[src/rtl/i2cs_pkg.sv]
package i2cs_pkg;

  typedef enum logic [3:0] {
    S_IDLE,   // not addressed, wait for START
    S_ADDR,   // receiving device address + R/W
    S_AACK,   // acknowledging the address
    S_PTR,    // receiving register pointer
    S_PACK,   // acknowledging the pointer
    S_WDAT,   // receiving write data
    S_WACK,   // acknowledging write data
    S_RDAT,   // shifting register data out
    S_MACK    // master ACK/NACK slot after read data
  } ctl_state_e;

endpackage

[src/rtl/i2cs_line_filter.sv]
module i2cs_line_filter #(
  parameter int FILT_CYC = 3,
  parameter bit IDLE_LVL = 1'b1
) (
  input  logic clk,
  input  logic rst_n,
  input  logic line_i,
  output logic line_o
);
  localparam int CNT_W = $clog2(FILT_CYC + 1);

  logic             meta_q, sync_q;
  logic             flt_q, flt_d;
  logic [CNT_W-1:0] cnt_q, cnt_d;

  always_comb begin
    flt_d = flt_q;
    cnt_d = cnt_q;
    if (sync_q == flt_q) begin
      cnt_d = '0;
    end else if (cnt_q == CNT_W'(FILT_CYC - 1)) begin
      flt_d = sync_q;
      cnt_d = '0;
    end else begin
      cnt_d = cnt_q + CNT_W'(1);
    end
  end

  always_ff @(posedge clk or negedge rst_n) begin
    if (!rst_n) begin
      meta_q <= IDLE_LVL;
      sync_q <= IDLE_LVL;
      flt_q  <= IDLE_LVL;
      cnt_q  <= '0;
    end else begin
      meta_q <= line_i;
      sync_q <= meta_q;
      flt_q  <= flt_d;
      cnt_q  <= cnt_d;
    end
  end

  assign line_o = flt_q;

  if (FILT_CYC >= 2) begin : g_chk
    AST_FILT_PERSIST: assert property (@(posedge clk) disable iff (!rst_n) (flt_q != $past(flt_q)) |-> ($past(sync_q) == flt_q && $past(sync_q, 2) == flt_q));
  end

endmodule

[src/rtl/i2cs_bus_events.sv]
module i2cs_bus_events (
  input  logic clk,
  input  logic rst_n,
  input  logic scl_f_i,
  input  logic sda_f_i,
  output logic ev_start_o,
  output logic ev_stop_o,
  output logic ev_rise_o,
  output logic ev_fall_o
);
  logic scl_p_q, sda_p_q;

  always_ff @(posedge clk or negedge rst_n) begin
    if (!rst_n) begin
      scl_p_q <= 1'b1;
      sda_p_q <= 1'b1;
    end else begin
      scl_p_q <= scl_f_i;
      sda_p_q <= sda_f_i;
    end
  end

  // SDA moving while SCL stays high is a bus condition; SCL moving is a clock edge
  assign ev_start_o = scl_p_q & scl_f_i & sda_p_q & ~sda_f_i;
  assign ev_stop_o  = scl_p_q & scl_f_i & ~sda_p_q & sda_f_i;
  assign ev_rise_o  = ~scl_p_q & scl_f_i;
  assign ev_fall_o  = scl_p_q & ~scl_f_i;

  AST_EVT_EXCLUSIVE: assert property (@(posedge clk) disable iff (!rst_n) $onehot0({ev_start_o, ev_stop_o, ev_rise_o, ev_fall_o}));

endmodule

[src/rtl/i2cs_regfile.sv]
module i2cs_regfile #(
  parameter int NUM_REGS = 8,
  parameter int DATA_W   = 8,
  localparam int IDX_W   = $clog2(NUM_REGS)
) (
  input  logic              clk,
  input  logic              rst_n,
  input  logic [IDX_W-1:0]  idx_i,
  input  logic              wr_en_i,
  input  logic [DATA_W-1:0] wr_data_i,
  output logic [DATA_W-1:0] rd_data_o
);
  logic [DATA_W-1:0] mem_q [NUM_REGS];

  for (genvar g = 0; g < NUM_REGS; g++) begin : g_reg
    logic hit;
    assign hit = wr_en_i && (idx_i == IDX_W'(g));
    always_ff @(posedge clk or negedge rst_n) begin
      if (!rst_n) begin
        mem_q[g] <= '0;
      end else if (hit) begin
        mem_q[g] <= wr_data_i;
      end
    end
  end

  assign rd_data_o = mem_q[idx_i];

  AST_WR_LANDS: assert property (@(posedge clk) disable iff (!rst_n) wr_en_i |=> (rd_data_o == $past(wr_data_i)));

endmodule

[src/rtl/i2cs_ctrl.sv]
module i2cs_ctrl
  import i2cs_pkg::*;
#(
  parameter int         NUM_REGS = 8,
  parameter logic [4:0] DEV_BASE = 5'b00001,
  localparam int        IDX_W    = $clog2(NUM_REGS)
) (
  input  logic             clk,
  input  logic             rst_n,
  input  logic             ev_start_i,
  input  logic             ev_stop_i,
  input  logic             ev_rise_i,
  input  logic             ev_fall_i,
  input  logic             sda_f_i,
  input  logic [1:0]       dev_sel_i,
  input  logic [7:0]       rd_data_i,
  output logic [IDX_W-1:0] ptr_o,
  output logic             wr_en_o,
  output logic [7:0]       wr_data_o,
  output logic             sda_oe_o
);
  ctl_state_e       st_q, st_d;
  logic [2:0]       bit_q, bit_d;
  logic [7:0]       sh_q, sh_d;
  logic             rw_q, rw_d;
  logic             ack_q, ack_d;    // second half of an acknowledge slot
  logic             mack_q, mack_d;  // master acknowledged read byte
  logic [IDX_W-1:0] ptr_q, ptr_d;
  logic             oe_q, oe_d;

  logic [7:0] byte_in;
  logic       last_bit;
  logic [6:0] my_addr;

  assign byte_in  = {sh_q[6:0], sda_f_i};
  assign last_bit = (bit_q == 3'd7);
  assign my_addr  = {DEV_BASE, dev_sel_i};

  always_comb begin
    st_d    = st_q;
    bit_d   = bit_q;
    sh_d    = sh_q;
    rw_d    = rw_q;
    ack_d   = ack_q;
    mack_d  = mack_q;
    ptr_d   = ptr_q;
    oe_d    = oe_q;
    wr_en_o = 1'b0;
    if (ev_start_i) begin
      st_d  = S_ADDR;
      bit_d = '0;
      oe_d  = 1'b0;
      ack_d = 1'b0;
    end else if (ev_stop_i) begin
      st_d  = S_IDLE;
      oe_d  = 1'b0;
      ack_d = 1'b0;
    end else begin
      case (st_q)
        S_ADDR, S_PTR, S_WDAT: begin
          if (ev_rise_i) begin
            sh_d  = byte_in;
            bit_d = bit_q + 3'd1;
            if (last_bit) begin
              if (st_q == S_ADDR) begin
                if (byte_in[7:1] == my_addr) begin
                  st_d = S_AACK;
                  rw_d = byte_in[0];
                end else begin
                  st_d = S_IDLE;
                end
              end else if (st_q == S_PTR) begin
                ptr_d = byte_in[IDX_W-1:0];
                st_d  = S_PACK;
              end else begin
                wr_en_o = 1'b1;
                st_d    = S_WACK;
              end
            end
          end
        end
        S_AACK, S_PACK, S_WACK: begin
          if (ev_fall_i) begin
            if (!ack_q) begin
              ack_d = 1'b1;
              oe_d  = 1'b1;
            end else begin
              ack_d = 1'b0;
              oe_d  = 1'b0;
              bit_d = '0;
              if (st_q == S_AACK) begin
                if (rw_q) begin
                  st_d = S_RDAT;
                  sh_d = rd_data_i;
                  oe_d = ~rd_data_i[7];
                end else begin
                  st_d = S_PTR;
                end
              end else if (st_q == S_PACK) begin
                st_d = S_WDAT;
              end else begin
                st_d = S_IDLE;
              end
            end
          end
        end
        S_RDAT: begin
          if (ev_rise_i) begin
            sh_d  = {sh_q[6:0], 1'b0};
            bit_d = bit_q + 3'd1;
            if (last_bit) begin
              st_d = S_MACK;
            end
          end else if (ev_fall_i) begin
            oe_d = ~sh_q[7];
          end
        end
        S_MACK: begin
          if (ev_fall_i) begin
            if (!ack_q) begin
              ack_d = 1'b1;
              oe_d  = 1'b0;
            end else begin
              ack_d = 1'b0;
              bit_d = '0;
              if (mack_q) begin
                st_d = S_RDAT;
                sh_d = rd_data_i;
                oe_d = ~rd_data_i[7];
              end else begin
                st_d = S_IDLE;
                oe_d = 1'b0;
              end
            end
          end else if (ev_rise_i && ack_q) begin
            mack_d = ~sda_f_i;
          end
        end
        default: begin
          oe_d = 1'b0;
        end
      endcase
    end
  end

  always_ff @(posedge clk or negedge rst_n) begin
    if (!rst_n) begin
      st_q   <= S_IDLE;
      bit_q  <= '0;
      sh_q   <= '0;
      rw_q   <= 1'b0;
      ack_q  <= 1'b0;
      mack_q <= 1'b0;
      ptr_q  <= '0;
      oe_q   <= 1'b0;
    end else begin
      st_q   <= st_d;
      bit_q  <= bit_d;
      sh_q   <= sh_d;
      rw_q   <= rw_d;
      ack_q  <= ack_d;
      mack_q <= mack_d;
      ptr_q  <= ptr_d;
      oe_q   <= oe_d;
    end
  end

  assign ptr_o     = ptr_q;
  assign wr_data_o = byte_in;
  assign sda_oe_o  = oe_q;

  AST_IDLE_RELEASED: assert property (@(posedge clk) disable iff (!rst_n) (st_q == S_IDLE) |-> !oe_q);
  AST_OE_ON_LOW_SCL: assert property (@(posedge clk) disable iff (!rst_n) (oe_q != $past(oe_q)) |-> $past(ev_fall_i || ev_start_i || ev_stop_i));
  AST_PTR_KEEP_START: assert property (@(posedge clk) disable iff (!rst_n) ev_start_i |=> $stable(ptr_q));

endmodule

[src/rtl/i2c_regslave.sv]
module i2c_regslave #(
  parameter int         NUM_REGS = 8,
  parameter int         FILT_CYC = 3,
  parameter logic [4:0] DEV_BASE = 5'b00001,
  localparam int        IDX_W    = $clog2(NUM_REGS)
) (
  input  logic       clk,
  input  logic       rst_n,
  input  logic       scl_i,
  input  logic       sda_i,
  input  logic [1:0] dev_sel_i,
  output logic       sda_oe_o
);
  localparam int N_LINES = 2;

  logic             rst_meta_q, rst_core_n;
  logic [N_LINES-1:0] raw_lines, flt_lines;
  logic             scl_f, sda_f;
  logic             ev_start, ev_stop, ev_rise, ev_fall;
  logic [IDX_W-1:0] ptr;
  logic             wr_en;
  logic [7:0]       wr_data, rd_data;

  always_ff @(posedge clk or negedge rst_n) begin
    if (!rst_n) begin
      rst_meta_q <= 1'b0;
      rst_core_n <= 1'b0;
    end else begin
      rst_meta_q <= 1'b1;
      rst_core_n <= rst_meta_q;
    end
  end

  assign raw_lines = {sda_i, scl_i};

  for (genvar l = 0; l < N_LINES; l++) begin : g_line
    i2cs_line_filter #(
      .FILT_CYC (FILT_CYC),
      .IDLE_LVL (1'b1)
    ) u_filt (
      .clk    (clk),
      .rst_n  (rst_core_n),
      .line_i (raw_lines[l]),
      .line_o (flt_lines[l])
    );
  end

  assign scl_f = flt_lines[0];
  assign sda_f = flt_lines[1];

  i2cs_bus_events u_evt (
    .clk        (clk),
    .rst_n      (rst_core_n),
    .scl_f_i    (scl_f),
    .sda_f_i    (sda_f),
    .ev_start_o (ev_start),
    .ev_stop_o  (ev_stop),
    .ev_rise_o  (ev_rise),
    .ev_fall_o  (ev_fall)
  );

  i2cs_ctrl #(
    .NUM_REGS (NUM_REGS),
    .DEV_BASE (DEV_BASE)
  ) u_ctrl (
    .clk        (clk),
    .rst_n      (rst_core_n),
    .ev_start_i (ev_start),
    .ev_stop_i  (ev_stop),
    .ev_rise_i  (ev_rise),
    .ev_fall_i  (ev_fall),
    .sda_f_i    (sda_f),
    .dev_sel_i  (dev_sel_i),
    .rd_data_i  (rd_data),
    .ptr_o      (ptr),
    .wr_en_o    (wr_en),
    .wr_data_o  (wr_data),
    .sda_oe_o   (sda_oe_o)
  );

  i2cs_regfile #(
    .NUM_REGS (NUM_REGS),
    .DATA_W   (8)
  ) u_regs (
    .clk       (clk),
    .rst_n     (rst_core_n),
    .idx_i     (ptr),
    .wr_en_i   (wr_en),
    .wr_data_i (wr_data),
    .rd_data_o (rd_data)
  );

endmodule

[config.mk]
export PLATFORM = sky130hd
export DESIGN_NAME = i2c_regslave
export DESIGN_NICKNAME = d
export VERILOG_FILES = /design/src/rtl/i2cs_pkg.sv /design/src/rtl/i2cs_line_filter.sv /design/src/rtl/i2cs_bus_events.sv /design/src/rtl/i2cs_regfile.sv /design/src/rtl/i2cs_ctrl.sv /design/src/rtl/i2c_regslave.sv
export SDC_FILE = /design/constraint.sdc
export NUM_CORES = 1
export LEC_CHECK = 0
export BUFFER_PORTS_ARGS = -buffer_cell sky130_fd_sc_hd__buf_2
export CAP_MARGIN = 40
export CORE_MARGIN = 10
export CORE_UTILIZATION = 41
export CTS_CLUSTER_DIAMETER = 150
export DETAILED_ROUTE_END_ITERATION = 8
export PLACE_DENSITY = 0.57
export REMOVE_ABC_BUFFERS = 1
export SYNTH_ARGS = -nofsm -noshare
export SYNTH_HDL_FRONTEND = slang
export SYNTH_HIERARCHICAL = 1
export SYNTH_SLANG_ARGS = --single-unit
[constraint.sdc]
create_clock -name clk -period 4.1 [get_ports clk]
set_input_delay 0 -clock clk [delete_from_list [all_inputs] [get_ports clk]]
set_output_delay 0 -clock clk [all_outputs]
set_load 0.1 [all_outputs]
Word-level counts from Yosys, hierarchy flattened
Index checks and enable logic that the tools add are counted.
{"block": "word_totals", "ff_bits": 100, "inputBits": 6}
{"block": "classes", "add_sub_neg": 3, "order_cmp": 1, "eq_ne": 45, "n_mux": 65, "n_bitwise": 20, "n_reduce_logical": 29}
{"op": "8-bit two-way mux", "count": 11}
{"op": "4-bit two-way mux", "count": 12}
{"op": "8-bit case mux with 4 select lines", "count": 1}
{"op": "8-bit binary-select mux with 3-bit select", "count": 1}
{"op": "3-bit two-way mux", "count": 8}
{"op": "4-bit by 3-bit inequality test with 1-bit output, second input constant", "count": 6}
{"op": "1-bit two-way mux", "count": 23}
{"op": "4-bit by 3-bit == test with 1-bit output, second input constant", "count": 4}
{"op": "4-bit inequality test, second input constant", "count": 4}
{"op": "4-bit case mux with 4 select lines", "count": 1}
{"op": "3-bit == test, second input constant", "count": 5}
{"op": "5-bit AND reduction", "count": 3}
{"op": "2-bit by 1-bit inequality test with 1-bit output, second input constant", "count": 7}
{"op": "7-bit AND reduction", "count": 2}
{"op": "2-bit two-way mux", "count": 6}
{"op": "1-bit inverter", "count": 12}
{"op": "12-bit AND reduction", "count": 1}
{"op": "1-bit logical AND", "count": 9}
{"op": "3-bit by 1-bit inequality test with 1-bit output, second input constant", "count": 3}
{"op": "9-bit AND reduction", "count": 1}
{"op": "3-bit nonzero test", "count": 3}
{"op": "4-bit by 2-bit == test with 1-bit output, second input constant", "count": 2}
{"op": "4-bit OR reduction", "count": 2}
{"op": "1-bit AND", "count": 7}
{"op": "other kinds (20)", "count": 29}

Longest topological paths before layout
Gate-level depths: netlist of run 1.
{"block": "depth", "ltp_word": 12, "depth_mapped": 9}

By module
The synthesis of run 1 kept the hierarchy.
{"module": "i2cs_regfile", "n_inst": 1, "cells_per_inst": 213, "area_each_um2": 3091.7, "seq_area_each_um2": 1601.5}
{"module": "i2cs_ctrl", "n_inst": 1, "cells_per_inst": 170, "area_each_um2": 1572.8, "seq_area_each_um2": 550.5}
{"module": "i2cs_line_filter", "n_inst": 2, "cells_per_inst": 10, "area_each_um2": 178.9, "seq_area_each_um2": 128.9}
{"module": "i2cs_bus_events", "n_inst": 1, "cells_per_inst": 6, "area_each_um2": 87.6, "seq_area_each_um2": 52.6}
{"module": "i2c_regslave", "n_inst": 1, "cells_per_inst": 3, "area_each_um2": 53.8, "seq_area_each_um2": 50.0}

Worst setup path before layout of run 1
Ideal clock, no wire load.
{"block": "synth_timing", "kind": "register to register", "startpoint": "register g_line[1].u_filt.flt_q", "endpoint": "register u_regs/mem_q[16] (netlist bit)", "setup_ps": 125, "arrival_time_ps": 2374, "required_ps": 3975, "slack_ps": 1601, "stages_incl_launch_ff": 10, "path_buffers": 2, "period_less_slack_ps": 2499, "cell_sequence": "dfstp_2 > and4b_1 > nor2_1 > nand4_4 > nor3b_1 > buf_4 > nand2b_4 > or2_1 > buf_6 > mux2_4"}
{"block": "synth_via", "elab_chain_cells": 4}
{"element": "start: declaration", "line_no": "i2cs_line_filter.sv:13", "text": "logic flt_q, flt_d;"}
{"element": "start signal: assignment", "line_no": "i2cs_line_filter.sv:38", "text": "flt_q <= flt_d;"}
{"element": "1-bit inverter", "line_no": "i2cs_bus_events.sv:24", "text": "assign ev_start_o = scl_p_q & scl_f_i & sda_p_q & ~sda_f_i;"}
{"element": "1-bit AND", "line_no": "i2cs_bus_events.sv:24"}
{"element": "named net ev_start", "line_no": "i2c_regslave.sv:19", "text": "logic ev_start, ev_stop, ev_rise, ev_fall;"}
{"element": "1-bit two-way mux", "line_no": "i2cs_ctrl.sv:49", "text": "if (ev_start_i) begin"}
{"element": "named net wr_en", "line_no": "i2c_regslave.sv:21", "text": "logic wr_en;"}
{"element": "1-bit logical AND", "line_no": "i2cs_regfile.sv:17", "text": "assign hit = wr_en_i && (idx_i == IDX_W'(g));"}
{"element": "end signal: indexed assignment", "line_no": "i2cs_regfile.sv:22", "text": "mem_q[g] <= wr_data_i;"}
{"element": "end: declaration", "line_no": "i2cs_regfile.sv:13", "text": "logic [DATA_W-1:0] mem_q [NUM_REGS];"}
The timed path passes the listed nets, and every way through them passes these cells.
A chain may end at the register's enable or synchronous reset.

Worst setup path in the final report of run 1
{"block": "layout_timing", "startpoint": "register g_line[1].u_filt.flt_q", "endpoint": "register u_regs/mem_q[21] (netlist bit)"}
The elaborated chain is that of the path after synthesis.

==> results by group, run 1 <==
Run status
  • Outcome: complete, no violations

Pwr
  • Switching power: a little over 1 mW
  • Combinational power share: 0.254
  • Worst-case vdd ir drop: 284 uV
  • Tot Pwr: ~3.0 mW
  • Internal Pwr Total: 1.95 mW
  • Sw Ratio: 0.348
  • Leak: between 2 and 3 nW
  • Pwr/cell area: 533 nW/um^2
  • Clock power frac: 0.294
  • Sequential Power Share: 0.452

Placed design
  • Dpl ws: 1.15 ns
  • Port bufs: 6
  • Placed instance count: between 500 and 600
  • Routability cong.: between 0.8 and 0.9
  • Detailed Place HPWL: between 7000 and 8000 um

Logic synthesis
  • Top_reg_cell synth: dfrtp_1
  • Post-Syn Area per Cell: about 13 um^2
  • Synth top area share: 0.446
  • Synth area leaders: dfrtp_1 (45%), mux2_2 (15%), dfstp_2 (4.1%), mux2_4 (2.9%), mux2i_1 (2.5%)
  • Synthesized flop and latch total: 100
  • Post-synthesis sequential area ratio: 0.487
  • Cells after Synth: 412
  • Synth warn: 6
  • Post-synth EDFFs: 0
  • Cell Area, Synth: approximately 5200 um^2
  • Largest area contributor in the netlist: dfrtp_1
  • Fraction of registers with async set/reset: 1.00
  • Yosys cell types: between 70 and 80

Finish
  • Area growth, synth to finish: 8.53%
  • Nets: 418
  • Antenna diodes: 0
  • Fillers: 1095
  • Finished Layout Cells: a little under 600
  • Fraction of layout cells with a size suffix above 1: 0.352

Route
  • Routed wire length: roughly 11000 um
  • Via/cell ratio: 5.50
  • Routed wl met2: between 5000 and 6000 um
  • Vias after detailed routing: around 3200
  • DR pass1 iterations: 4
  • Initial DRC count: approximately 200
  • Drt wl/cell: 18.5 um
  • Post-route ant nets: 0
  • # DRC: 0
  • Wl on met1: approximately 5200 um
  • Top layer in use: met4
  • Routed wl met3: between 200 and 300 um

Clock tree
  • TritonCTS Sinks: 100
  • Hold_buf cts: 4
  • Clk buf depth: 2
  • CTS Buf Count: 9
  • Post-CTS Setup Inserts: 0
  • Post_cts resized: 0
  • CTS tree: yes
  • Clock slew at reported path FFs: 0.07 ns
  • Worst-Skew Late Latency: ~0.35 ns
  • CTS H-tree lvls: 3
  • Root Buffer: clkbuf_16

Timing
  • Tmin final: 2.98 ns
  • Worst setup margin: about 1.1 ns
  • Peak Freq: around 340 MHz
  • Relative slew slack: 0.449
  • Setup violators final: 0
  • RSZ-0062 raised after global routing: false
  • Period utilization: 0.726
  • Worst slew pin tran: between 0.8 and 0.9 ns
  • Setup tns final: 0 ns
  • Pins Over Slew Limit: 0
  • Final Hold Vio Count: 0
  • Clock skew: just under 0.007 ns

Die
  • Die extent in y: about 130 um
  • Core area: roughly 12000 um^2
  • Boundary pin count: 7
  • Rows: 40
  • Initial Util: 0.425
  • Die W: between 100 and 150 um
  • Total die area: 17500 um^2

Setup path
  • Setup crit start kind: flip-flop
  • Critical Path RT: about 4.3 ns
  • Crit path DAT: 3.21 ns
  • Kind of critical path: flip-flop to flip-flop
  • Endpoint class of the critical path: flip-flop
  • Crit path max fanout: 18
  • Worst-case reg-to-reg path depth: 8

Flow run
  • Max cap viols: 0

Global routing
  • Total GRT Usage: 0.129
  • First-pass GRT wire length: around 18000 um
  • Number of global-route vias before repair: between 3000 and 4000
  • Gr ovfl total: 0
  • Initial antenna violation count: 0
  • Largest net degree at the start of global routing: 52

Min path
  • Hold Path Class: flip-flop to asynchronous set/reset pin
-- power groups by stage --
stage / clock network, mW / logic (mW) / registers [mW]
5_1_grt: 0.948 / 0.853 / 1.38
3_3_place_gp: 0 / 0.736 / 1.37
2_1_floorplan: 0 / 0.574 / 1.31
4_1_cts: 0.910 / 0.765 / 1.35
3_5_place_dp: 0 / 0.758 / 1.37
6_report: 0.878 / 0.758 / 1.35
-- synthesized netlist by cell type (5+ instances only) --
library cell and number:
mux2_2 71, a211oi_1 8, nand2_1 24, buf_4 16
a21oi_1 7, o21ai_0 16, buf_6 6, dfstp_2 8
mux2i_1 13, nor2b_1 5, xnor2_1 6, o22ai_1 10
dfrtp_1 92, nor3_1 5, nand2b_1 5, inv_1 7
nor2_1 10, buf_2 5, mux2_4 10
-- per-layer routing --
layer,vias to the layer above,track usage
met5,-,0
met4,0,0.0483
met3,11,0.0316
met2,36,0.203
met1,1645,0.167
li1,1513,-
-- path summary, 6_finish.rpt --
path,from,to,slack (ns)
min in group clk,dev_sel_i[0],u_ctrl/rw_q,0.26
setup reg to reg,g_line[1].u_filt/line_o,u_regs/mem_q[21],1.12
max in group asynchronous,rst_core_n,u_regs/mem_q[51],2.92
hold reg to reg,rst_core_n,g_line[1].u_filt/cnt_q[0],0.21
hold / removal,rst_core_n,g_line[1].u_filt/cnt_q[0],0.21
setup / recovery,g_line[1].u_filt/line_o,u_regs/mem_q[21],1.12
-- cell usage in the layout, fill, tap and decap left out, types with 3 or more instances in the layout --
cell	Yosys	routed
mux2i_1	13	13
nand3_1	3	3
dfrtp_1	92	91
buf_4	16	5
dlygate4sd3_1	0	4
nor2_8	3	3
nand4_1	3	3
a21oi_1	7	7
nor2b_1	5	5
nand2_1	24	24
dfstp_2	8	8
nand2b_1	5	5
and2b_1	3	3
nor2_1	10	10
or2_2	3	3
a221oi_1	3	3
inv_1	7	7
buf_2	5	6
clkbuf_16	0	9
o22ai_1	10	10
o21ai_0	16	16
xnor2_1	6	6
mux2_2	71	71
mux2_4	10	10
nand3_2	3	3
nor3b_1	3	3
a211oi_1	8	8
nor3_1	5	5
-- worst max-delay path, cell delays in order, from the launching register on --
cell      delay [ns]
dfstp_2         0.72
and4b_1         0.30
nor2_1          0.34
nand4_4         0.16
nor3b_1         0.23
buf_4           0.19
nand2b_4        0.11
or2_1           0.44
mux2_4          0.37
-- stage by stage --
stage	instance area [um^2]	utilization	hold slack [ns]
2_1_floorplan	4940	-	-0.296
3_3_place_gp	5230	0.430	-0.215
3_5_place_dp	5250	0.432	-0.212
4_1_cts	5600	0.461	0.220
5_1_grt	5600	0.461	0.228
6_report	5600	0.461	0.206
-- state kept, by name, indices dropped and copies added, names as in the netlist, 2 cells and up --
| name | cells |
|---|---|
| u_ctrl/sh_q | 8 |
| g_line.u_filt/line_o | 2 |
| u_ctrl/st_q | 4 |
| g_line.u_filt/cnt_q | 4 |
| g_line.u_filt/sync_q | 2 |
| u_ctrl/ptr_o | 3 |
| g_line.u_filt/meta_q | 2 |
| u_ctrl/bit_q | 3 |
| u_regs/mem_q | 64 |
-- kinds of logic (layout without fill, tap and decap cells) --
family | after synthesis | count (layout) | synth area share
buffers and inverters | 36 | 39 | 0.0477
multiplexers | 97 | 97 | 0.220
XOR/XNOR | 6 | 6 | 0.0102
AND/OR/NAND/NOR | 97 | 97 | 0.131
adder cells (fa/ha/maj) | 3 | 3 | 0.00703
flip-flops | 100 | 100 | 0.487
other | 1 | 1 | 0.000726
AO/OA/AOI/OAI | 72 | 72 | 0.0972
-- area by class of cell --
class	instances	area [um^2]	share of cell area
Sequential cell	100	2520	0.449
Multi-Input combinational cell	276	2400	0.429
Clock inverter	5	58.8	0.0105
Tap cell	168	210	0.0375
Clock buffer	11	253	0.0451
Inverter	7	26.3	0.00469
Timing Repair Buffer	16	135	0.0241
No activity file was read; power rests on OpenSTA's default activity.
==> run 2, diff against run 1 <==
- ABC_AREA: unset -> 1
- PLACE_DENSITY: 0.57 -> 0.59
- clock period: 4.1 -> 2.5 ns (I/O delays scaled with it)
==> run 2 against run 1 <==
Die area rose by 1.2%; final cell count rose by 51%; sequential cell count did not move; critical path depth fell by 1; hold slack got worse by 0.0043 ns.
==> results by group, run 2 <==
Timing
  • Period utilization: 0.889 (+0.163)
  • Final Hold Vio Count: 0 (unchanged)
  • Pins Over Slew Limit: 0 (unchanged)
  • Worst setup margin: 0.278 ns (-0.846 ns)
  • Peak Freq: 450 MHz (+34%)
  • RSZ-0062 raised after global routing: false
  • Clock skew: 0.0107 ns (+0.00393 ns)
  • Setup violators final: 0 (unchanged)
  • Tmin final: 2.22 ns (-0.754 ns)
  • Relative slew slack: 0.506 (+0.0575)
  • Worst slew pin tran: 0.741 ns (-0.0862 ns)
  • Hold slack: 0.202 ns (-0.00425 ns)

Setup path
  • Endpoint class of the critical path: flip-flop
  • Crit path cell chain: inv_1 -> nor2_1 -> nand4_1 -> nor2_1 -> nand2_1 -> nor3_4 -> o21ai_0
  • Crit path max fanout: 16 (-2)
  • Crit path DAT: 2.42 ns (-0.79 ns)
  • CP max stage delay: 0.57 ns (-0.15 ns)
  • Setup crit start kind: flip-flop
  • CP bufs+invs: 1 (unchanged)
  • Kind of critical path: flip-flop to flip-flop
  • CP max stage cell: dfstp_2
  • Family with the most delay on the worst path: simple AND/OR/NAND/NOR gates
  • Critical Path RT: 2.70 ns (-1.63 ns)
  • Most common cell on crit path: nor2_1

Route
  • Drt wl/cell: 13.5 um (-27%)
  • # DRC: 0 (unchanged)
  • Post-route ant nets: 0 (unchanged)
  • Vias after detailed routing: 4293 (+34%)
  • Initial DRC count: 403 (+100%)
  • Via/cell ratio: 4.89 (-11%)
  • Routed wire length: 11900 um (+10%)
  • DR pass1 iterations: 5 (+1)

Finish
  • Antenna diodes: 0 (unchanged)
  • Most common cell after layout, fill and taps aside: nand2_1
  • Register area: 2520 um^2 (unchanged)
  • Fraction of layout cells with a size suffix above 1: 0.110 (-0.241)
  • Largest register FFs: 64 (unchanged)
  • Biggest register: u_regs/mem_q
  • Area growth, synth to finish: 8.72%
  • Fillers: 1258 (+15%)
  • Multi-input gate area: 2310 um^2 (-4.1%)
  • Commonest cells after routing, fill and taps aside: nand2_1 (336), dfrtp_1 (91), o21ai_0 (66), inv_1 (51), nor2_1 (27)
  • Final instance area: 5690 um^2 (+1.6%)
  • Nets: 709 (+70%)
  • Largest regs: u_regs/mem_q (64), u_ctrl/sh_q (8)

Logic synthesis
  • Commonest cells in the netlist: nand2_1 (337), dfrtp_1 (92), o21ai_0 (66)
  • Post-synth EDFFs: 0 (unchanged)
  • Top_reg_cell synth: dfrtp_1
  • Synth warn: 6 (unchanged)
  • Synth area leaders: dfrtp_1 (44%), nand2_1 (24%), o21ai_0 (6.3%), dfstp_2 (4.0%), inv_1 (3.7%)
  • Synthesized flop and latch total: 100 (unchanged)
  • Cells after Synth: 702 (+70%)
  • Yosys cell types: 34 (-52%)
  • Largest area contributor in the netlist: dfrtp_1
  • Count leader, synth: nand2_1
  • Fraction of registers with async set/reset: 1.00 (unchanged)
  • Synth top area share: 0.440 (-0.00628)
  • Post-synthesis sequential area ratio: 0.480 (-0.00686)
  • Post-Syn Area per Cell: 7.46 um^2 (-40%)
  • Cell Area, Synth: 5240 um^2 (+1.4%)

Global routing
  • First-pass GRT wire length: 20700 um (+13%)
  • Total GRT Usage: 0.142 (+0.0126)
  • Initial antenna violation count: 0 (unchanged)
  • Largest net degree at the start of global routing: 59 (+13%)
  • Number of global-route vias before repair: 4152 (+23%)
  • Gr ovfl total: 0 (unchanged)

Die
  • Total die area: 17700 um^2 (+1.2%)
  • Die W: 133 um (+0.61%)
  • Core area: 12600 um^2 (+3.3%)
  • Boundary pin count: 7 (unchanged)
  • Initial Util: 0.417 (-0.00786)
  • Die extent in y: 133 um (+0.61%)
  • Rows: 41 (+2.5%)

Placed design
  • Routability cong.: 0.902 (+10%)
  • Placed cell area: 5350 um^2 (+1.9%)
  • Dpl ws: 0.241 ns (-0.907 ns)
  • Detailed Place HPWL: 8200 um (+16%)
  • Port bufs: 6 (unchanged)

Pwr
  • Pwr/cell area: 945 nW/um^2 (+77%)
  • Worst-case vdd ir drop: 391 uV (+38%)
  • Leak: 2.96 nW (+15%)

Clock tree
  • CTS Buf Count: 9 (unchanged)
  • TritonCTS Sinks: 100 (unchanged)
  • CTS tree: yes
  • CTS H-tree lvls: 3 (unchanged)
  • Worst-Skew Late Latency: 0.34 ns (about the same)
  • Clk buf depth: 2 (unchanged)
  • Root Buffer: clkbuf_16
  • Clock slew at reported path FFs: 0.07 ns (about the same)

Flow run
  • Max cap viols: 0 (unchanged)

Run status
  • Outcome: complete, no violations

Min path
  • Hold Path Class: input pin to flip-flop
[run 2: changes by cell type after synthesis, moves of 13 or more]
cell	delta
nor2_1	+17
nand2_1	+313
nand3_1	+16
inv_1	+44
o21ai_0	+50
mux2i_1	-13
mux2_2	-71
[run 2: layer usage]
layer  vias to the layer above  part of all wire  wire [um]  global-route usage
met1                      2030              0.49       5870               0.196
met5                         -                 0          0                   0
met3                         7             0.032        382              0.0273
met2                        69              0.47       5530               0.218
li1                       2187                 -          -                   -
met4                         0            0.0081         96              0.0440
[run 2: final timing paths]
path / end / slack, ns / cells after the start / from
worst max-delay path: u_regs/mem_q[4] / 0.28 / 7 / g_line[0].u_filt/line_o
worst min-delay path: u_ctrl/rw_q / 0.20 / 8 / dev_sel_i[0]
worst max register to register: u_regs/mem_q[4] / 0.28 / 7 / g_line[0].u_filt/line_o
worst min register to register: rst_core_n / 0.35 / 0 / rst_meta_q
max in group asynchronous: u_regs/mem_q[34] / 1.34 / 1 / rst_core_n
min in group asynchronous: u_regs/mem_q[32] / 0.40 / 0 / rst_core_n
[run 2: logic make-up after synthesis]
group                      after synthesis  synth area share
adders and majority gates                2           0.00478
buffers and inverters                   89            0.0805
DFF                                    100             0.480
other                                    1          0.000716
and+or+nand+nor                        426             0.345
AOI/OAI and AO/OA                       84            0.0889
[run 2: through the flow]
step           utilization  setup TNS, ns  total power [mW]  cells
5_1_grt              0.453              0              5.78    878
3_3_place_gp         0.426              0              4.00    858
2_1_floorplan            -         -43.01              3.45    672
3_5_place_dp         0.426              0              3.98    858
4_1_cts              0.453              0              5.42    878
6_report             0.453              0              5.38    878
[run 2: power by group]
part | internal, mW | switching, mW | total (mW)
Clock | 0.802 | 0.612 | 1.41
Sequential | 1.82 | 0.217 | 2.04
Combinational | 0.567 | 1.36 | 1.93
Total | 3.19 | 2.19 | 5.38
[run 2: worst register-to-register path: stages, from the launching register on]
cell     delay (ns)
dfstp_2        0.57
inv_1          0.05
nor2_1         0.25
nand4_1        0.23
nor2_1         0.21
nand2_1        0.13
nor3_4         0.49
o21ai_0        0.16
[run 2: what timing repair did]
item / in CTS / in global routing
setup endpoints to repair: 0 / 6
endpoints found under the hold margin: 4 / 0
buffers inserted: 0 / 0
hold buffers: 4 / 0
gates resized for setup: 0 / 1
[run 2: cell type report]
class,instances,area share
multi-input cells,513,0.405
flip-flops and latches,100,0.442
well taps,172,0.0378
clock inverters,6,0.0108
repair buffers,18,0.0229
inverters,59,0.0398
clock buffers,10,0.0420
